[config.mk]
export PLATFORM = sky130hd
export DESIGN_NAME = opdisp_scan
export DESIGN_NICKNAME = d
export VERILOG_FILES = /design/src/rtl/opdisp_scan.sv
export SDC_FILE = /design/constraint.sdc
export NUM_CORES = 1
export LEC_CHECK = 0
export BUFFER_PORTS_ARGS = -buffer_cell sky130_fd_sc_hd__buf_2
export CAP_MARGIN = 10
export CORE_UTILIZATION = 51
export CTS_BUF_LIST = sky130_fd_sc_hd__clkbuf_8 sky130_fd_sc_hd__clkbuf_16
export CTS_CLUSTER_SIZE = 12
export DETAILED_ROUTE_END_ITERATION = 10
export GPL_TIMING_DRIVEN = 0
export PLACE_DENSITY = 0.85
export SLEW_MARGIN = 20
export SYNTH_ARGS = -nofsm -noshare
export SYNTH_HDL_FRONTEND = slang
export SYNTH_SLANG_ARGS = --single-unit
[constraint.sdc]
create_clock -name clk -period 8.3 [get_ports clk]
set_input_delay 1.245 -clock clk [delete_from_list [all_inputs] [get_ports clk]]
set_output_delay 1.245 -clock clk [all_outputs]
set_load 0.05 [all_outputs]
[src/rtl/opdisp_scan.sv]
module opdisp_scan #(
  parameter int OPW = 8
) (
  input  logic           clk,
  input  logic           rst_n,
  input  logic           scan_tick,
  input  logic [OPW-1:0] rem_val,
  input  logic [OPW-1:0] quo_val,
  input  logic [OPW-1:0] dvs_val,
  input  logic [OPW-1:0] dvd_val,
  output logic [6:0]     seg,
  output logic [2:0]     dig_sel
);

  localparam int NDIG_RAW = (OPW * 302 + 999) / 1000;
  localparam int NDIG     = (NDIG_RAW < 2) ? 2 : NDIG_RAW;
  localparam int BW       = 4 * NDIG;

  function automatic logic [7:0] low_two_bcd(input logic [OPW-1:0] v);
    logic [BW-1:0] b;
    b = '0;
    for (int i = OPW - 1; i >= 0; i--) begin
      for (int d = 0; d < NDIG; d++) begin
        if (b[4*d +: 4] > 4'd4) b[4*d +: 4] = b[4*d +: 4] + 4'd3;
      end
      b = {b[BW-2:0], v[i]};
    end
    return b[7:0];
  endfunction

  function automatic logic [6:0] encode(input logic [3:0] n);
    case (n)
      4'd0:    return 7'b1111110;
      4'd1:    return 7'b0110000;
      4'd2:    return 7'b1101101;
      4'd3:    return 7'b1111001;
      4'd4:    return 7'b0110011;
      4'd5:    return 7'b1011011;
      4'd6:    return 7'b1011111;
      4'd7:    return 7'b1110000;
      4'd8:    return 7'b1111111;
      4'd9:    return 7'b1111011;
      default: return 7'b0000000;
    endcase
  endfunction

  logic [2:0]     slot_nxt;
  logic [OPW-1:0] operand;
  logic [7:0]     bcd;
  logic [3:0]     nib;

  assign slot_nxt = scan_tick ? dig_sel + 3'd1 : dig_sel;

  always_comb begin
    case (slot_nxt[2:1])
      2'd0:    operand = rem_val;
      2'd1:    operand = quo_val;
      2'd2:    operand = dvs_val;
      default: operand = dvd_val;
    endcase
  end

  assign bcd = low_two_bcd(operand);
  assign nib = slot_nxt[0] ? bcd[7:4] : bcd[3:0];

  always_ff @(posedge clk) begin
    if (!rst_n) begin
      dig_sel <= 3'd0;
      seg     <= 7'd0;
    end else begin
      dig_sel <= slot_nxt;
      seg     <= encode(nib);
    end
  end

endmodule

==> metrics.md <==
| Metric | Value |
|---|---|
| WS Path Type | `in2reg` |
| R2r startpoint | `dig_sel[1]` |
| Share of layout cells above drive strength 1 | `about 33%` |
| CTS root buffer | `clkbuf_8` |
| Endpoint type of the worst setup path | `register` |
| Number of rows in the core area | `23` |
| Sink Count | `10` |
| Remaining DRCs | `0` |
| Buffers added on ports | `44` |
| Number of diodes added for antenna fixing | `0` |
| Worst hold path type | `reg2reg` |
| Worst setup timing slack at the placement stage | `-1391 ps` |
| Setup violation total in the final timing report | `0` |
| Fmax | `between 100 and 150 MHz` |
| CP required | `about 8500 ps` |
| Worst-margin pin slew | `707.6 ps` |
| Synthesis-to-finish area growth | `28.82%` |
| Worst ir drop on vdd | `roughly 0.3 mV` |
| Sequential element share of the synthesized area | `under 10%` |
| Critical path launch point type | `primary input` |
| Count of final max-slew check failures | `0` |
| Final worst clock skew | `between 1.5 and 2 ps` |
| Die Outline Area | `around 4400 µm²` |
| Via count of the first global-routing pass | `~2200` |
| Most frequent cells in the layout | `buf_2, inv_1, nand2_1` |
| Width of the die | `66.58 µm` |
| CP most frequent cell | `ha_2` |
| CTS tree | `built` |
| Predominant post-synthesis flop cell | `dfxtp_1` |
| Most common cell after layout, fill and taps aside | `buf_2` |
| # H-tree levels | `1` |
| Number of routed nets with antenna violations | `0` |
| Iteration-0 DRC Markers | `191` |
| Post-detail-place hpwl | `between 4000 and 5000 µm` |
| Vias per cell | `6.442` |
| Launch point of the worst path | `scan_tick` |
| PD cells | `365.5 nW/µm²` |
| Average detailed-routed wire length per instance | `approximately 16 µm` |
| Tightest slew margin relative to the limit | `around half` |
| Buffers from clock root to sink, at most | `2` |
| Die height | `between 60 and 70 µm` |
| Fin crit share | `a little over nine tenths` |
| Overall overflow remaining after global route | `0` |
| FF+latch count, synth | `10` |
| Count of flip-flops with a built-in enable after synthesis | `0` |
| Clock period minus worst slack | `slightly above 8000 ps` |
| Clk Latency, worst-skew pair | `250 ps` |
| Final Routed Wirelength | `between 6000 and 7000 µm` |
| Run status | `complete, no violations` |
| Starting Density | `a little over half` |
| Minimum hold slack | `between 800 and 900 ps` |
| Worst path max stage delay | `410 ps` |
| Final-report hold violation count | `0` |
| Number of antenna violations at the first check in global routing | `0` |
| Number of detailed-route iterations in the first pass | `4` |
| Synthesis warning total | `0` |
| Worst reg2reg endpoint | `seg[1]` |
| P_leak | `between 1 and 1.5 nW` |
| CP Data Arrival Time | `about 8000 ps` |
| Total CTS buffers | `3` |
| Mean Syn Cell Area | `7.791 µm²` |
| GRT Resource Usage Total | `27.78%` |
| Net count after synthesis | `roughly 330` |
| Maximum net fanout on the critical path | `13` |
| Core Area | `between 4000 and 5000 µm²` |
| Max-cap check violation count | `0` |
| Net total in the final layout | `388` |
| Share of synthesized registers carrying an async set or reset | `0%` |
| Worst reg-to-reg setup slack | `roughly 540 ps` |
| Top Ports | `45` |
| Clock slew at reported path FFs | `~50 ps` |
| Quantity of hold-fixing buffers added after cts | `0` |
| GP Congestion | `between 0.8 and 0.9` |
| Number of distinct library cells after synthesis | `72` |
| Post-Synthesis Cells | `273` |
| Vias after detailed routing | `~2500` |
| Wire length of the first global-routing pass | `9660 µm` |
| Setup ws final | `roughly 250 ps` |
| Maximum number of pins on one net before global-route repair | `14` |
| Slowest cell on the critical path | `or3_1` |
| Worst setup path endpoint | `seg[1]` |
| Cell area after technology mapping | `around 2100 µm²` |
| Worst-case reg-to-reg path depth | `38` |
[metal layers]
layer,up-vias,wire length [µm],track usage [%]
met2,110,3136,48.86
li1,1183,-,-
met5,-,0,0
met3,15,411,4.452
met1,1153,2596,35.05
met4,0,116,6.117
[worst min-delay path by stage]
stage / from / end / slack [ps] / cells past startpoint
floorplan: dig_sel[0] / dig_sel[0] / 950 / 2
global placement: dig_sel[0] / dig_sel[0] / 790 / 2
detailed placement: dig_sel[1] / dig_sel[1] / 800 / 2
CTS: dig_sel[0] / dig_sel[0] / 830 / 2
global route: dig_sel[2] / dig_sel[2] / 860 / 3
finish: dig_sel[2] / dig_sel[2] / 830 / 3
[synthesized netlist by cell type (2+ instances only)]
| cell | instances | area share [%] |
|---|---|---|
| nand4b_1 | 2 | 0.82 |
| nand3_1 | 6 | 1.4 |
| and3b_1 | 2 | 0.82 |
| o21a_1 | 3 | 1.1 |
| mux2_2 | 2 | 1.1 |
| a31oi_1 | 6 | 1.8 |
| nor4_1 | 4 | 1.2 |
| or3_1 | 2 | 0.59 |
| nor3_2 | 2 | 0.94 |
| o21ai_0 | 12 | 2.8 |
| buf_2 | 3 | 0.71 |
| o211ai_1 | 7 | 2.5 |
| o221ai_1 | 3 | 1.2 |
| o31a_1 | 2 | 0.82 |
| mux2i_1 | 8 | 3.8 |
| a22o_1 | 2 | 0.82 |
| and3_1 | 2 | 0.59 |
| o211a_1 | 3 | 1.4 |
| nor2b_1 | 4 | 1.2 |
| a211oi_1 | 2 | 0.71 |
| ha_1 | 20 | 12 |
| o311ai_0 | 3 | 1.2 |
| dfxtp_1 | 10 | 9.4 |
| a221oi_1 | 2 | 0.82 |
| and2_1 | 2 | 0.59 |
| or2_2 | 3 | 0.88 |
| o2111a_1 | 2 | 1.1 |
| xor2_1 | 2 | 0.82 |
| mux4_1 | 5 | 6.2 |
| nand2_1 | 20 | 3.5 |
| a21oi_1 | 10 | 2.4 |
| a21o_1 | 3 | 1.1 |
| a311oi_1 | 3 | 1.2 |
| nand3b_1 | 4 | 1.4 |
| clkbuf_1 | 6 | 1.1 |
| nor3_1 | 10 | 2.4 |
| o31ai_1 | 7 | 2.5 |
| nand2b_1 | 5 | 1.5 |
| inv_1 | 23 | 4.1 |
| xnor2_1 | 3 | 1.2 |
| nor2_1 | 18 | 3.2 |
| o32ai_1 | 4 | 1.6 |
| a311o_1 | 2 | 0.94 |
[through the flow]
stage	power [mW]	cell area, µm²	setup TNS, ps	utilization [%]	instances
after floorplan	0.6626	2127	0	-	273
after global placement	0.7786	2410	-8806	60.24	367
after detailed placement	0.8027	2410	-9572	60.24	367
after CTS	0.9210	2567	0	64.19	376
after global routing	1.093	2740	-437.5	68.50	382
final	1.002	2740	0	68.50	382
[sequential cells by signal, indices dropped and copies added (netlist names)]
signal,count
dig_sel,3
seg,7
[logic make-up (layout without fill, tap and decap cells)]
| family | after synthesis | after routing | share of synthesized area [%] |
|---|---|---|---|
| XOR/XNOR | 5 | 5 | 2.059 |
| multiplexers | 17 | 17 | 12.35 |
| AO/OA/AOI/OAI | 90 | 90 | 32.41 |
| AND/OR/NAND/NOR | 97 | 97 | 25.41 |
| buffers and inverters | 34 | 93 | 6.588 |
| flip-flops | 10 | 10 | 9.412 |
| adder cells (fa/ha/maj) | 20 | 20 | 11.76 |
[timing repair]
item	in CTS	in global routing
buffers inserted	6	7
resized for setup	15	27
pin swaps	3	10
setup endpoints to repair	7	7
[power by group]
group          total [mW]  switching [mW]  internal (mW)
sequential         0.0709         0.00542         0.0655
combinational       0.866           0.511          0.355
clock              0.0642          0.0222         0.0420
total                1.00           0.539          0.463
[area by class of cell]
class	instances	area, µm²
multi-input combinational	229	1966
fill	289	1260
timing repair buffer	57	317.8
sequential	10	200.2
inverter	23	86.33
tap	50	62.56
clock buffer	4	55.05
buffer	9	52.55
[critical path: cells and delay by family]
kind            cells  cell delay [ps]
mux                 1              330
compound gates     14             2780
simple gates        9             1320
xor+xnor            1              130
fa+ha+maj           6             1190
buf+inv             8             1170
Power figures use the tool's default switching activity.
